[src/rtl/lane_ram_pkg.sv]
package lane_ram_pkg;

  // Widest lane-enable vector the block accepts
  localparam int MAX_LANES = 4;

  // Strobes from control to datapath
  typedef struct packed {
    logic [MAX_LANES-1:0] laneWr;  // per-lane write strobe, already qualified
    logic                 rdLoad;  // capture the read word this edge
  } ramStrobe_t;

  // Lanes carry a ninth bit in the 18 and 36 bit widths
  function automatic int laneWidthFor(input int dataW);
    return ((dataW == 18) || (dataW == 36)) ? 9 : 8;
  endfunction

endpackage

[src/rtl/lane_ram_ctrl.sv]
module lane_ram_ctrl
  import lane_ram_pkg::*;
#(
  parameter int DATA_W = 16
) (
  input  logic                 rstN,
  input  logic                 wrEn,
  input  logic                 rdEn,
  input  logic [MAX_LANES-1:0] laneEn,
  output ramStrobe_t           strobe
);

  localparam int LANE_W    = laneWidthFor(DATA_W);
  localparam int NUM_LANES = DATA_W / LANE_W;

  logic [MAX_LANES-1:0] laneWrMask;

  // Lane bits beyond the configured lane count are dropped here;
  // no write leaves while reset is held.
  always_comb begin
    for (int i = 0; i < MAX_LANES; i++) begin
      laneWrMask[i] = (i < NUM_LANES) ? (rstN & wrEn & laneEn[i]) : 1'b0;
    end
  end

  assign strobe.laneWr = laneWrMask;
  assign strobe.rdLoad = rstN & rdEn;

endmodule

[src/rtl/lane_ram_datapath.sv]
module lane_ram_datapath
  import lane_ram_pkg::*;
#(
  parameter int DATA_W  = 16,
  parameter int DEPTH   = 32,
  parameter bit OUT_REG = 1'b0
) (
  input  logic                     clk,
  input  logic                     rstN,
  input  logic [$clog2(DEPTH)-1:0] addr,
  input  logic [DATA_W-1:0]        wrData,
  input  ramStrobe_t               strobe,
  output logic [DATA_W-1:0]        rdData
);

  localparam int LANE_W    = laneWidthFor(DATA_W);
  localparam int NUM_LANES = DATA_W / LANE_W;

  logic [DATA_W-1:0] memArr [DEPTH];
  logic [DATA_W-1:0] memWord;
  logic [DATA_W-1:0] mergedWord;
  logic [DATA_W-1:0] rdStage;
  logic              anyWr;

  assign memWord = memArr[addr];
  assign anyWr   = |strobe.laneWr[NUM_LANES-1:0];

  // Per-lane merge of new data over the stored word
  for (genvar g = 0; g < NUM_LANES; g++) begin : gLane
    assign mergedWord[g*LANE_W +: LANE_W] =
      strobe.laneWr[g] ? wrData[g*LANE_W +: LANE_W] : memWord[g*LANE_W +: LANE_W];

    // an unselected lane reads back its old contents
    assert_lane_keep_R3: assert property (@(posedge clk) disable iff (!rstN)
      (strobe.rdLoad && !strobe.laneWr[g]) |=>
        rdStage[g*LANE_W +: LANE_W] == $past(memWord[g*LANE_W +: LANE_W]));
  end

  always_ff @(posedge clk) begin
    if (anyWr) memArr[addr] <= mergedWord;
  end

  // First read stage: captures the merged word, so a same-cycle write is seen
  always_ff @(posedge clk or negedge rstN) begin
    if (!rstN)              rdStage <= '0;
    else if (strobe.rdLoad) rdStage <= mergedWord;
  end

  if (OUT_REG) begin : gOutReg
    logic [DATA_W-1:0] outQ;
    always_ff @(posedge clk or negedge rstN) begin
      if (!rstN) outQ <= '0;
      else       outQ <= rdStage;
    end
    assign rdData = outQ;

    assert_out_delay_R9: assert property (@(posedge clk) disable iff (!rstN)
      rdData == $past(rdStage));
  end else begin : gDirect
    assign rdData = rdStage;
  end

  if (NUM_LANES < MAX_LANES) begin : gUpperQuiet
    assert_upper_quiet_R7: assert property (@(posedge clk) disable iff (!rstN)
      strobe.laneWr[MAX_LANES-1:NUM_LANES] == '0);
  end

  assert_full_write_R6: assert property (@(posedge clk) disable iff (!rstN)
    (strobe.rdLoad && (&strobe.laneWr[NUM_LANES-1:0])) |=> rdStage == $past(wrData));

  assert_read_hold_R8: assert property (@(posedge clk) disable iff (!rstN)
    !strobe.rdLoad |=> $stable(rdStage));

endmodule

[src/rtl/lane_masked_ram.sv]
module lane_masked_ram
  import lane_ram_pkg::*;
#(
  parameter int DATA_W  = 16,
  parameter int DEPTH   = 32,
  parameter bit OUT_REG = 1'b0,
  localparam int ADDR_W = $clog2(DEPTH)
) (
  input  logic                 clk,
  input  logic                 rstN,
  input  logic [ADDR_W-1:0]    addr,
  input  logic [DATA_W-1:0]    wrData,
  input  logic                 wrEn,
  input  logic                 rdEn,
  input  logic [MAX_LANES-1:0] laneEn,
  output logic [DATA_W-1:0]    rdData
);

  ramStrobe_t strobe;

  lane_ram_ctrl #(.DATA_W(DATA_W)) ctrl_i (
    .rstN   (rstN),
    .wrEn   (wrEn),
    .rdEn   (rdEn),
    .laneEn (laneEn),
    .strobe (strobe)
  );

  lane_ram_datapath #(.DATA_W(DATA_W), .DEPTH(DEPTH), .OUT_REG(OUT_REG)) dp_i (
    .clk    (clk),
    .rstN   (rstN),
    .addr   (addr),
    .wrData (wrData),
    .strobe (strobe),
    .rdData (rdData)
  );

endmodule

[config.mk]
export PLATFORM = sky130hd
export DESIGN_NAME = lane_masked_ram
export DESIGN_NICKNAME = d
export VERILOG_FILES = /design/src/rtl/lane_ram_pkg.sv /design/src/rtl/lane_ram_ctrl.sv /design/src/rtl/lane_ram_datapath.sv /design/src/rtl/lane_masked_ram.sv
export SDC_FILE = /design/constraint.sdc
export NUM_CORES = 1
export LEC_CHECK = 0
export BUFFER_PORTS_ARGS = -buffer_cell sky130_fd_sc_hd__buf_2
export CORE_UTILIZATION = 45
export DETAILED_ROUTE_END_ITERATION = 8
export GPL_TIMING_DRIVEN = 1
export REMOVE_ABC_BUFFERS = 1
export SLEW_MARGIN = 10
export SYNTH_ARGS = -nofsm -noshare
export SYNTH_HDL_FRONTEND = slang
export SYNTH_HIERARCHICAL = 1
export SYNTH_SLANG_ARGS = --single-unit
export TNS_END_PERCENT = 20
[constraint.sdc]
create_clock -name clk -period 2.8 [get_ports clk]
set_clock_uncertainty 0.05 [all_clocks]
set_input_delay 0.28 -clock clk [delete_from_list [all_inputs] [get_ports clk]]
set_output_delay 0.28 -clock clk [all_outputs]
set_load 0.005 [all_outputs]
---- Word level (Yosys, flattened, before mapping) ----
Memory sizes are Yosys's and may differ from the RTL's.
Index checks and enable logic that the tools add are counted.
W data, S select, Z words.
word-level totals
  word-level logic and storage cells ...... 11
  register bits ........................... 16
  input port bits ......................... 29
  memory bits (writable) .................. 512
  memories ................................ 1
cells by class
  muxes and demuxes ....................... 4
  reductions and logical operators ........ 1
  bitwise gates (word level) .............. 4
memories
  memory       depth  width  rd ports  clocked after Yosys merged registers in  wr ports  line                     source
  dp_i.memArr  32     16     1         0                                        1         lane_ram_datapath.sv:19  logic [DATA_W-1:0] memArr [DEPTH];
operators with widths
  operator          count
  $mux W8           2
  $and A1 B1 Y1     4
  $mux W1           2
  $reduce_or A2 Y1  1

---- Longest topological paths before layout ----
  depth after elaboration ................. 5
  depth in mapped cells ................... 9
  gate-level depth less buffers ........... 6

---- Hierarchy ----
Netlist, hierarchy kept.
by module, submodules not included
  module             cells an instance  times used  seq. area each (sq um)  area each (sq um)
  lane_ram_datapath  1079               1           15775.1                 20663.6
  lane_ram_ctrl      6                  1           0.0                     38.8

---- Worst setup path before layout ----
OpenSTA, ideal clock, no wires.
  kind .................................... input -> register
  start point ............................. input addr[3]
  end point ............................... memory dp_i.memArr[0][11], data pin
  data arrival time ....................... 2.499 ns
  required time ........................... 2.349 ns
  stages .................................. 7
  setup time .............................. 0.401 ns
  path slack .............................. -0.151 ns
  path through ............................ clkbuf_2 or4b_1 clkbuf_1 buf_2 o22ai_1 nor4_1 a32oi_1
between the ends
  longest elaborated chain between the ends .. 2
ends and longest elaborated chain
  item                     line                     source
  start: declaration       lane_masked_ram.sv:11    input logic [ADDR_W-1:0] addr,
  $mem_v2 Z32 W16          --
  $mux W8                  lane_ram_datapath.sv:31  strobe.laneWr[g] ? wrData[g*LANE_W +: LANE_W] : memWord[g*LANE_W +: LANE_W];
  via dp_i.mergedWord[11]  lane_ram_datapath.sv:21  logic [DATA_W-1:0] mergedWord;
  end: declaration         lane_ram_datapath.sv:19
The timed path passes the listed nets, and every way through them passes these cells.

==> summary.txt <==
Run status
  – Status: completed

Drt
  – Initial DRC Count: 917
  – Final WL: 51680 um
  – Via count: 11070
  – Drt pass-1 iters: 5
  – Routed length per instance: 26.68 um
  – DRC Markers: 0
  – Post-DRT Antenna Nets: 0
  – Vias per cell: 5.717

Floorplan
  – Die span in y: 216.4 um
  – Num rows: 78
  – Core ar.: 0.04538 mm^2
  – Die ar.: 0.04682 mm^2
  – Starting Density: 45.58%
  – Num ports: 45
  – Die width: 216.4 um

Clock network
  – Largest buffer count on any clock path: 3
  – Clk pin slew, worst setup/hold paths: 0.06 ns
  – Hold Buf Count CTS: 2
  – Root buf cell: clkbuf_16
  – Worst skew pair latency: 0.59 ns
  – CTS tree: yes
  – CTS Buf Count: 53
  – Post-cts resize count: 0
  – H-tree depth: 2
  – Postcts setup bufs: 0
  – TritonCTS Sinks: 528

Power
  – Net Sw Frac: 21.64%
  – IR drop worst, VDD: 0.4803 mV
  – Leakage: 0.008640 uW
  – Sw power: 3688 uW
  – Reg power frac: 53.0%
  – Cell area power density: 688.1 mW/mm^2
  – Logic pwr share: 8.4%
  – Clock share of power: 38.6%
  – Int Power: 13360 uW

Critical path
  – CP Class: in2reg
  – Worst Path Max Fanout: 11
  – Largest delay contributor family on the critical path: simple AND/OR/NAND/NOR gates
  – Crit path capture type: register
  – Most common cell on crit path: nor2_1
  – Critical Path Source Type: primary input
  – CP max-delay cell: or3_1
  – Crit path cell chain: dlygate4sd3_1 -> buf_2 -> and3_1 -> nor2_1 -> or3_1 -> nor2_1 -> buf_4
  – Critical Path AT: 2.72 ns
  – CP required: 3.03 ns
  – Worst path max stage delay: 0.53 ns
  – CP bufs+invs: 3

Synth
  – Post-synthesis cell count: 1082
  – Cell Area, Synth: 0.02068 mm^2
  – YS warnings: 6
  – Avg Inst Size Synth: 19.12 um^2

STA
  – Slew HR: 56.57%
  – Fin. Hold Viols: 0
  – # setup viols final: 0
  – Worst-margin pin slew: 0.6476 ns
  – Final Max Slew Viols: 0
  – Period utilisation layout: 89.12%
  – RSZ-0062 raised after global routing: false
  – Total negative setup slack: 0 ns
  – Fmax: 0.4008 GHz
  – Final min period: 2.495 ns

Finish
  – Synth-to-layout area growth: 19.77%
  – Final net count: 1326
  – Diodes inserted: 0
  – Commonest non-fill, non-tap cell in the layout: edfxtp_1
  – Most frequent cells in the layout: edfxtp_1 (512), mux2i_1 (159), buf_4 (151)
  – Register area: 0.01578 mm^2
  – Layout cells sized above 1: 30.37%
  – Design Area, Final: 0.02477 mm^2
  – Multi-input gate area: 0.004649 mm^2
  – Fillers: 3554

Global route
  – Met2 Track Usage GR: 36.11%
  – Grt met3 use: 3.691%
  – Overflow after GRT: 0
  – Met1 Use GR: 31.14%
  – Vias in the first global route: 11210
  – First-pass GRT wire length: 75290 um
  – Largest net degree at the start of global routing: 36
  – GRT Util Overall: 22.57%
  – Antenna violations before repair: 1
  – Layer with the highest usage: met2

Placed design
  – Final GP Congestion: 0.8669
  – Hpwl dp: 34990 um
  – IO buf count: 42
  – Cell Area, Placed: 0.02314 mm^2

Job
  – MaxCap Viol Count: 0

Hold path
  – Hold Path Class: in2reg
state kept, by name, summed over array words and instances, names as in the netlist:
signal	flops
dp_i/memArr	512
dp_i/rdData	16
worst min-delay path: cells and delay by family:
kind | cells | cell delay (ns)
AO/OA/AOI/OAI | 1 | 0.12
buffers and inverters | 2 | 0.20
metal layers:
layer / up-vias / share of wire, %
met2: 389 / 48
met4: 0 / 3.4
met1: 5762 / 43
met5: - / 0
met3: 85 / 6.3
li1: 4837 / -
layout make-up:
class,instances,area share (%)
clock buffers,71,5.798
multi-input cells,476,18.77
well taps,600,3.030
repair buffers,222,7.788
clock inverters,24,0.6920
flip-flops and latches,528,63.68
inverters,16,0.2424
through the flow:
stage          util, %  worst slack (ns)  hold WS [ns]  std cells  power, uW
4_1_cts          54.59            0.3158        0.1427       1937      17210
6_report         54.59            0.3047        0.1605       1937      17040
3_3_place_gp     51.00          -0.06045       0.04423       1840      10600
3_5_place_dp     51.00           -0.1102       0.04856       1840      10630
2_1_floorplan        -          -0.01179      -0.06559       1020       9747
5_1_grt          54.59            0.2757        0.1773       1937      17550
final timing paths:
check | slack [ns] | depth (start not counted) | endpoint | startpoint
max in group asynchronous | 1.99 | 3 | dp_i/rdData[9] | rstN
setup / recovery | 0.30 | 7 | dp_i/memArr[0][2] | rstN
hold / removal | 0.16 | 3 | dp_i/memArr[30][12] | wrData[12]
min in group asynchronous | 0.18 | 3 | dp_i/rdData[12] | rstN
hold reg to reg | 0.45 | 1 | dp_i/rdData[1] | dp_i/rdData[1]
setup reg to reg | 0.35 | 6 | dp_i/rdData[6] | dp_i/memArr[19][6]
power by group through the flow:
stage | clock (uW) | combinational (uW) | sequential (uW)
global placement | 0 | 1410 | 9190
detailed placement | 0 | 1440 | 9200
CTS | 6730 | 1450 | 9030
global route | 6990 | 1530 | 9040
floorplan | 0 | 528 | 9220
finish | 6580 | 1430 | 9030
Power figures use the tool's default switching activity.
